**config.mk**
```make
export PLATFORM = sky130hd
export DESIGN_NAME = idle_clkdiv_ctrl
export DESIGN_NICKNAME = d
export VERILOG_FILES = /design/src/rtl/idle_clkdiv_ctrl.sv
export SDC_FILE = /design/constraint.sdc
export NUM_CORES = 1
export LEC_CHECK = 0
export ABC_AREA = 1
export BUFFER_PORTS_ARGS = -buffer_cell sky130_fd_sc_hd__buf_2
export CORE_UTILIZATION = 56
export CTS_BUF_LIST = sky130_fd_sc_hd__clkbuf_4
export DETAILED_ROUTE_END_ITERATION = 12
export PLACE_DENSITY = 0.86
export SETUP_SLACK_MARGIN = 0.2
export SLEW_MARGIN = 20
export SYNTH_ARGS = -nofsm -noshare
export SYNTH_HDL_FRONTEND = slang
export SYNTH_SLANG_ARGS = --single-unit
export TNS_END_PERCENT = 20
```
**constraint.sdc**
```tcl
create_clock -name clk -period 4.55 [get_ports clk]
set_input_delay 0.91 -clock clk [delete_from_list [all_inputs] [get_ports clk]]
set_output_delay 0.91 -clock clk [all_outputs]
set_load 0.01 [all_outputs]
```
**src/rtl/idle_clkdiv_ctrl.sv**
```systemverilog
module idle_clkdiv_ctrl #(
  parameter int IRQ_N     = 8,
  parameter int BASE_LOG2 = 4
) (
  input  logic             clk,
  input  logic             rst_n,
  input  logic             idle_req,
  input  logic             idle_div_en,
  input  logic [1:0]       div_sel,
  input  logic [IRQ_N-1:0] irq_req,
  input  logic [IRQ_N-1:0] irq_en,
  output logic             core_clk_en,
  output logic             sclk_en,
  output logic             clkout_en,
  output logic             tick_en,
  output logic             in_idle,
  output logic             resume
);

  localparam int CW = BASE_LOG2 + 3;
  localparam logic [CW-1:0] ONE = 1;

  typedef enum logic [1:0] {ST_RUN, ST_PLAIN, ST_SLOW} st_t;

  st_t           st;
  logic [CW-1:0] cnt, last;
  logic          wake_q, resume_q;

  wire irq_hit  = |(irq_req & irq_en);
  wire boundary = (st == ST_SLOW) && (cnt == last);
  wire en       = (st != ST_SLOW) || boundary;

  always_ff @(posedge clk) begin
    if (!rst_n) begin
      st       <= ST_RUN;
      cnt      <= '0;
      last     <= '0;
      wake_q   <= 1'b0;
      resume_q <= 1'b0;
    end else begin
      resume_q <= 1'b0;
      case (st)
        ST_RUN: if (idle_req) begin
          st     <= idle_div_en ? ST_SLOW : ST_PLAIN;
          cnt    <= '0;
          wake_q <= 1'b0;
          last   <= (ONE << (BASE_LOG2 + int'(div_sel))) - ONE;
        end
        ST_PLAIN: if (irq_hit) begin
          st       <= ST_RUN;
          resume_q <= 1'b1;
        end
        ST_SLOW: begin
          if (boundary && (wake_q || irq_hit)) begin
            st       <= ST_RUN;
            resume_q <= 1'b1;
            cnt      <= '0;
            wake_q   <= 1'b0;
          end else begin
            cnt <= boundary ? '0 : cnt + ONE;
            if (irq_hit) wake_q <= 1'b1;
          end
        end
        default: st <= ST_RUN;
      endcase
    end
  end

  assign core_clk_en = en;
  assign sclk_en     = en;
  assign clkout_en   = en;
  assign tick_en     = en;
  assign in_idle     = (st != ST_RUN);
  assign resume      = resume_q;

  logic [CW:0] wait_cnt;
  always_ff @(posedge clk) begin
    if (!rst_n) wait_cnt <= '0;
    else if (st == ST_SLOW && (wake_q || irq_hit) && !boundary) wait_cnt <= wait_cnt + 1'b1;
    else wait_cnt <= '0;
  end

  AST_WAKE_BOUND: assert property (@(posedge clk) disable iff (!rst_n)
    wait_cnt <= {1'b0, last});
  AST_EXIT_ON_PULSE: assert property (@(posedge clk) disable iff (!rst_n)
    (resume && $past(st == ST_SLOW)) |-> $past(core_clk_en));
  AST_PULSE_GAP: assert property (@(posedge clk) disable iff (!rst_n)
    (st == ST_SLOW && core_clk_en) |=> (!core_clk_en || resume));
  AST_RESUME_ONE: assert property (@(posedge clk) disable iff (!rst_n)
    resume |=> !resume);
  AST_RESUME_AFTER_IDLE: assert property (@(posedge clk) disable iff (!rst_n)
    resume |-> ($past(in_idle) && !in_idle));
  AST_PLAIN_HOLDS: assert property (@(posedge clk) disable iff (!rst_n)
    (st == ST_PLAIN && !irq_hit) |=> (in_idle && !resume));

endmodule

```
* After elaboration in Yosys (flattened, before gate mapping) *
Index checks and enable logic that the tools add are counted.

operators by class
  shifts and indexed selects = 1
  reduce and logical (&&, ||, !) cells = 12
  equality and inequality tests = 8
  bitwise gates (word level) = 1
  add/subtract/negate cells = 3
  multiplexer cells = 16

operators with widths
  cell                                                                    number
  7-bit two-way mux                                                       3
  7-bit case mux with 2 select lines                                      1
  8-bit bitwise AND                                                       1
  2-bit two-way mux                                                       4
  8-bit OR reduction                                                      1
  7-bit by 1-bit adder with 7-bit output (second input constant)          1
  7-bit equality test                                                     1
  1-bit by 4-bit left shift with 7-bit output (first input constant)      1
  7-bit by 1-bit subtractor with 7-bit output (second input constant)     1
  2-bit != test (second input constant)                                   3
  2-bit case mux with 3 select lines                                      1
  3-bit AND reduction                                                     2
  1-bit two-way mux                                                       5
  3-bit by 2-bit adder with 4-bit output (first input constant)           1
  1-bit case mux with 2 select lines                                      2
  2-bit AND reduction                                                     2
  2-bit nonzero test                                                      2
  3-bit by 2-bit != test with 1-bit output (second input constant)        1
  2-bit by 1-bit equality test with 1-bit output (second input constant)  1
  2-bit equality test (second input constant)                             1
  1-bit logical AND                                                       2
  2-bit logical NOT                                                       1
  1-bit logical OR                                                        2
  2-bit by 1-bit != test with 1-bit output (second input constant)        1

word-level totals
  flip-flop bits (word level) = 18
  output and inout bits = 6
  bits of input ports = 22
  logic and storage cells = 46

* Logic depth before layout (Yosys ltp) *
Gate-level depths: netlist of run 1.

  word-level depth = 6
  depth in mapped cells = 10
  gate-level depth less buffers = 10

* Worst setup path after synthesis of run 1 *
Ideal clock, no wire load.

  path kind = register to output
  start point = register cnt[2]
  end point = output core_clk_en
  stages on the path, launching flop included = 8
  data required time = 3640 ps
  path buffers = 1
  arrival = 1078 ps
  setup slack = 2562 ps
  path through = dfxtp_1 -> nand2_1 -> nor2_1 -> nand2_1 -> nand2_1 -> nand2_2 -> nand2_1 -> buf_4

on the way
  word-level cells in the longest chain between the ends = 3

ends and longest elaborated chain
  element                 line  text
  start, declared         26    logic [CW-1:0] cnt, last;
  start signal, assigned  60    cnt <= boundary ? '0 : cnt + ONE;
  7-bit equality test     30    wire boundary = (st == ST_SLOW) && (cnt == last);
  1-bit logical AND       30
  1-bit logical OR        31    wire en = (st != ST_SLOW) || boundary;
  end, declared           12    output logic core_clk_en,

No other way between the ends.

* Worst setup path after layout of run 1 *
  start point = register cnt[2]
  end point = output tick_en

on the way
  word-level cells in the longest chain between the ends = 3

ends and longest elaborated chain
  element              line  text
  7-bit equality test  30
  1-bit logical AND    30
  1-bit logical OR     31
  end, declared        15    output logic tick_en,

No other way between the ends.

==> metrics.md, run 1 <==
| Metric | Value |
|---|---|
| Flop2flop setup slack | between 2 and 3 ns |
| Post-layout nets | 182 |
| Register bit total from synthesis | 15 |
| Total of max-cap violations | 0 |
| Fraction of layout instances using a drive strength above 1 | around 27% |
| Total GRT Usage | between 20% and 30% |
| CP max FO | 5 |
| Antenna-violating nets left | 0 |
| Maximum root-to-sink buffer count | 2 |
| DRT iter0 DRCs | 7 |
| Antenna violations before repair | 0 |
| Mean Syn Cell Area | around 7 sq um |
| Via Count | about 860 |
| Worst-case reg-to-reg path depth | 8 |
| Endpoints failing setup | 0 |
| Routed Wire Length | roughly 1.8 mm |
| Crit-path leading delay family | simple AND/OR/NAND/NOR gates |
| Number of port buffers | 27 |
| Synth Warn # | 0 |
| GPL Wtd Cong | 0.766 |
| R2r endpoint | cnt[6]$_SDFFE_PN0P_ |
| Skew final | 0.00163 ns |
| Post-CTS setup buffer count | 0 |
| VDD IR-drop max | roughly 0.34 mV |
| Relative slew slack | between 80% and 90% |
| Diodes inserted | 0 |
| Clk sink count | 15 |
| CTS tree | done |
| Synth unique cells | 22 |
| DP Cell Count | ~170 |
| Vias per Instance | approximately 5 |
| DRC | 0 |
| Worst EP required | about 3.6 ns |
| Setup Crit Path Kind | register to output port |
| Vias in the first global route | 866 |
| Hold EP | last[5]$_SDFFE_PN0P_ |
| CP Buf/Inv Count | 1 |
| Core Box Area | around 1500 sq um |
| Most common cell after layout, fill and taps aside | nand2_1 |
| Crit Reg-Reg Startpoint | st[0]$_SDFFE_PN0P_ |
| Final cell count without fillers | 171 |
| Drt wl/cell | slightly above 10 microns |
| Sequential-to-total area share from yosys stat | between 30% and 40% |
| Pin count of the biggest net entering global routing | 9 |
| Mapped Nets | roughly 150 |
| H-tree levels | 1 |
| Io pins | 28 |
| Period utilization | about half |
| FP Rows | 14 |
| Grt total ovfl | 0 |
| Chip Width | around 42 microns |
| Worst Setup Start Kind | register |
| Vert. Die Dim | between 40 and 50 microns |
| Fin. max-slew vios | 0 |
| Area delta synth->final | 18.3% |
| Status | finished, final reports clean |
| Fin worst setup slack | about 2.2 ns |
| Slowest stage cell, crit path | dfxtp_1 |
| Initial DRT Pass Iterations | 4 |
| Post-Syn Area | between 800 and 900 sq um |
| Pre-CTS WS | between 2 and 2.5 ns |
| CP Capture Type | output port |
| CTS root buf | clkbuf_4 |
| Final critical-path required period | approximately 2.4 ns |
| Critical Path Most Common Cell | nand2_1 |
| Worst-Margin Slew | between 0.2 and 0.3 ns |
| Final hold vios | 0 |
| Cell count after synthesis | about 130 |
| Hold path depth | 2 |
| Commonest cells after routing, fill and taps aside | nand2_1 (35), buf_2 (27), nor2_1 (16) |
| Hold buffer count at cts | 0 |
| Dpl hpwl | 1.44 mm |
| Initial core utilization | about 60% |
| Final setup TNS | 0 ns |
| Min-delay worst type | register to register |
| RSZ-0062 raised after global routing | no |
| Peak Freq | 423 MHz |
| Leak pwr | 0.511 nW |
| Cells along the critical path | nand2_1 -> nor2_1 -> nand2_1 -> nand2_1 -> nand2_2 -> nand2_1 -> buf_2 |
| Die Area | around 1700 sq um |
| Pwr dens | ~520 nW/um^2 |
| Worst hold slack | a little under 0.5 ns |
| Crit path DAT | around 1.5 ns |
| CTS buffer count | 3 |
| First-pass GRT wire length | ~3.3 mm |
| Post-cts sizing count | 0 |
| Crit-path max cell delay | 0.40 ns |
| CTS clock-pin slew for the worst setup and hold paths | about 0.080 ns |
| HP Start | last[5]$_SDFFE_PN0P_ |
| Worst-Skew Late Latency | about 0.28 ns |
how the worst max path moves through the flow:
| stage | start | endpoint | slack, ns | cells past startpoint |
|---|---|---|---|---|
| after detailed placement | irq_en[0] | st[0]$_SDFFE_PN0P_ | 2.47 | 9 |
| after global routing | cnt[2]$_SDFFE_PN0P_ | clkout_en | 2.07 | 7 |
| after CTS | cnt[2]$_SDFFE_PN0P_ | tick_en | 2.19 | 7 |
| after global placement | cnt[2]$_SDFFE_PN0P_ | clkout_en | 2.55 | 7 |
| after floorplan | cnt[2]$_SDFFE_PN0P_ | core_clk_en | 2.56 | 7 |
| final | cnt[2]$_SDFFE_PN0P_ | tick_en | 2.18 | 7 |
flip-flops by register name, summed over array words and instances, names as in the netlist:
| register | flops |
|---|---|
| cnt | 7 |
| last | 4 |
| st | 2 |
| resume | 1 |
| wake_q | 1 |
cells by family (layout without fill, tap and decap cells):
| kind of cell | count (synthesis) | count (layout) | share of synthesized area [%] |
|---|---|---|---|
| compound gates | 15 | 15 | 11.3 |
| fa+ha+maj | 4 | 4 | 5.64 |
| xor+xnor | 4 | 4 | 3.95 |
| buf+inv | 17 | 45 | 8.46 |
| flops | 15 | 15 | 33.9 |
| simple gates | 72 | 72 | 36.8 |
synth_stat cells (all sizes together):
cell type	n	area share (%)
nand4	1	0.71
o21ai	6	5.9
dfxtp	15	34
buf	3	2.5
nand2	40	19
inv	14	5.9
nor3b	1	1.4
nand3	6	3.4
xor2	4	3.9
nor2	17	7.5
a21oi	8	4.5
a211oi	1	0.85
or2	3	2.1
ha	4	5.6
nor3	4	2.3
power breakdown:
group          switching (W)  total [W]  internal [W]
Sequential         0.0000240   0.000186      0.000162
Clock              0.0000409  0.0000809     0.0000400
Combinational       0.000175   0.000282      0.000106
Total               0.000240   0.000549      0.000308
layer usage:
| metal | GRT usage [%] | up-vias | wire length (microns) |
|---|---|---|---|
| met3 | 6.52 | 2 | 74 |
| met2 | 45.3 | 17 | 947 |
| met5 | 0 | - | 0 |
| li1 | - | 457 | - |
| met4 | 6.45 | 0 | 11 |
| met1 | 25.5 | 388 | 736 |
layout make-up:
cell class	instances	area (sq um)
multi-input combinational	95	512
fill	123	439
sequential	15	300
timing repair buffer	27	135
inverter	14	52.6
clock buffer	4	30.0
tap	16	20.0
stage by stage:
stage / total power (W) / util (%) / instance area [sq um]
floorplan: 0.000413 / - / 887
global placement: 0.000457 / 68.5 / 1020
detailed placement: 0.000471 / 68.5 / 1020
CTS: 0.000554 / 70.5 / 1050
global route: 0.000599 / 70.5 / 1050
finish: 0.000549 / 70.5 / 1050
tightest hold or removal path: stages (launching register included):
cell	delay, ns
dfxtp_1	0.33
nand2_1	0.06
a21oi_1	0.06
No activity file was read; power rests on OpenSTA's default activity.
==> run 2, diff against run 1 <==
Settings changed: CORE_UTILIZATION 56 to 52, PLACE_DENSITY 0.86 to 0.8.
Clock period 4.55 ns to 2.42 ns, I/O delays scaled along.
==> run 2 against run 1 <==
  * Wire length grew 3.3%
  * Core utilization down 2.4 points
  * First-iteration DRC count is 71% higher
  * Sequential share of layout area unchanged
  * Clock skew increased by 0.0062 ns
  * Non-clock buffer count stayed put
  * Cell count stayed put
==> metrics.md, run 2 (synthesis gave the netlist of run 1 again) <==
| Metric | Value |
|---|---|
| CTS buffer count | 3 |
| Number of port buffers | 27 |
| Leak pwr | roughly 0.51 nW |
| Area delta synth->final | 18.3% |
| Fin. max-slew vios | 0 |
| Min-delay worst type | primary input to register |
| Grt total ovfl | 0 |
| Fill cell count | approximately 150 |
| Clk sink count | 15 |
| Diodes inserted | 0 |
| Most common cell after layout, fill and taps aside | nand2_1 |
| Via Count | around 860 |
| Status | finished, final reports clean |
| Pin count of the biggest net entering global routing | 9 |
| Dpl hpwl | ~1.4 mm |
| Chip Width | 43.3 microns |
| Fraction of layout instances using a drive strength above 1 | ~27% |
| CP max FO | 6 |
| Worst Setup Start Kind | register |
| Drt wl/cell | between 10 and 15 microns |
| Reg area | between 300 and 400 sq um |
| Worst-Margin Slew | 0.281 ns |
| CTS root buf | clkbuf_4 |
| GPL Wtd Cong | 0.776 |
| FP Rows | 14 |
| Total power | ~0.0011 W |
| Vert. Die Dim | about 43 microns |
| Final Util | 68.1% |
| Worst EP required | about 1.9 ns |
| CP Buf/Inv Count | 1 |
| Setup Crit Path Kind | register to output port |
| Critical Path Most Common Cell | nand2_1 |
| Final hold vios | 0 |
| Final critical-path required period | approximately 1.9 ns |
| Vias per Instance | 5.04 |
| Pre-CTS WS | approximately 0.76 ns |
| Endpoints failing setup | 0 |
| Total of max-cap violations | 0 |
| Pwr dens | about 1000 nW/um^2 |
| Total GRT Usage | between 20% and 30% |
| CTS clock-pin slew for the worst setup and hold paths | ~0.09 ns |
| Crit-path leading delay family | simple AND/OR/NAND/NOR gates |
| CP Capture Type | output port |
| CTS tree | done |
| Skew final | just under 0.008 ns |
| Antenna violations before repair | 0 |
| RSZ-0062 raised after global routing | no |
| Commonest cells after routing, fill and taps aside | nand2_1 (35), buf_2 (27), nor2_1 (16) |
| Maximum root-to-sink buffer count | 2 |
| VDD IR-drop max | roughly 0.7 mV |
| Peak Freq | roughly 520 MHz |
| Hold buffer count at cts | 0 |
| Period utilization | around 80% |
| Core Box Area | 1540 sq um |
| Io pins | 28 |
| First-pass GRT wire length | around 3.2 mm |
| Relative slew slack | between 80% and 90% |
| Final Cell Area | roughly 1000 sq um |
| Antenna-violating nets left | 0 |
| Vias in the first global route | ~810 |
| Initial DRT Pass Iterations | 4 |
| DRT iter0 DRCs | 12 |
| Slowest stage cell, crit path | dfxtp_1 |
| DRC | 0 |
| Die Area | between 1500 and 2000 sq um |
| Cells along the critical path | nand2_1 -> nor2_1 -> nand2_1 -> nand2_1 -> nand2_2 -> nand2_1 -> buf_2 |
| Largest register FFs | 7 |
| Post-cts sizing count | 0 |
| H-tree levels | 1 |
| Area used by multi-input combinational logic | just over 500 sq um |
| Post-layout nets | 182 |
| Initial core utilization | 57.5% |
| Crit path DAT | around 1.5 ns |
| Placement Cell Area | between 1000 and 1500 sq um |
| Worst-Skew Late Latency | roughly 0.29 ns |
| Final setup TNS | 0 ns |
| Crit-path max cell delay | between 0.4 and 0.5 ns |
| Top flop regs | cnt (7), last (4), st (2) |
| Largest register by flop count | cnt |
| Routed Wire Length | about 1.8 mm |
| Post-CTS setup buffer count | 0 |
| Fin worst setup slack | about 0.49 ns |
==> run 2: routing by layer <==
metal	wire, microns	GRT usage, %	vias to the layer above
met1	839	26.1	382
li1	-	-	454
met2	850	40.3	19
met4	50	14.5	0
met5	0	0	-
met3	89	5.11	6
==> run 2: worst paths after layout <==
check,start,to,slack [ns],cells past startpoint
setup / recovery,cnt[0]$_SDFFE_PN0P_,clkout_en,0.49,7
hold / removal,div_sel[1],last[5]$_SDFFE_PN0P_,0.45,3
setup reg to reg,st[0]$_SDFFE_PN0P_,cnt[6]$_SDFFE_PN0P_,0.77,8
hold reg to reg,last[6]$_SDFFE_PN0P_,last[6]$_SDFFE_PN0P_,0.49,2
==> run 2: area by class of cell <==
class / count / share of cell area, %
multi-input combinational: 95 / 48.7
sequential: 15 / 28.6
timing repair buffer: 27 / 12.9
inverter: 14 / 5.01
clock buffer: 4 / 2.86
tap: 16 / 1.91
==> run 2: metrics by stage <==
stage / hold slack (ns) / cells
after floorplan: 0.451 / 127
after global placement: 0.467 / 167
after detailed placement: 0.479 / 167
after CTS: 0.451 / 171
after global routing: 0.473 / 171
final: 0.451 / 171
==> run 2: power breakdown <==
group / switching, W / total (W) / internal [W]
Clock: 0.0000804 / 0.000156 / 0.0000754
Sequential: 0.0000466 / 0.000352 / 0.000305
Combinational: 0.000344 / 0.000545 / 0.000201
==> run 2: worst reg2reg max path, stage by stage, from the launching register on <==
cell and delay [ns]:
dfxtp_1 0.36, inv_1 0.07, ha_1 0.29, o21ai_4 0.31
nand2_4 0.09, nor2_2 0.10, nand2_2 0.07, nor3_1 0.18
nor3b_2 0.07
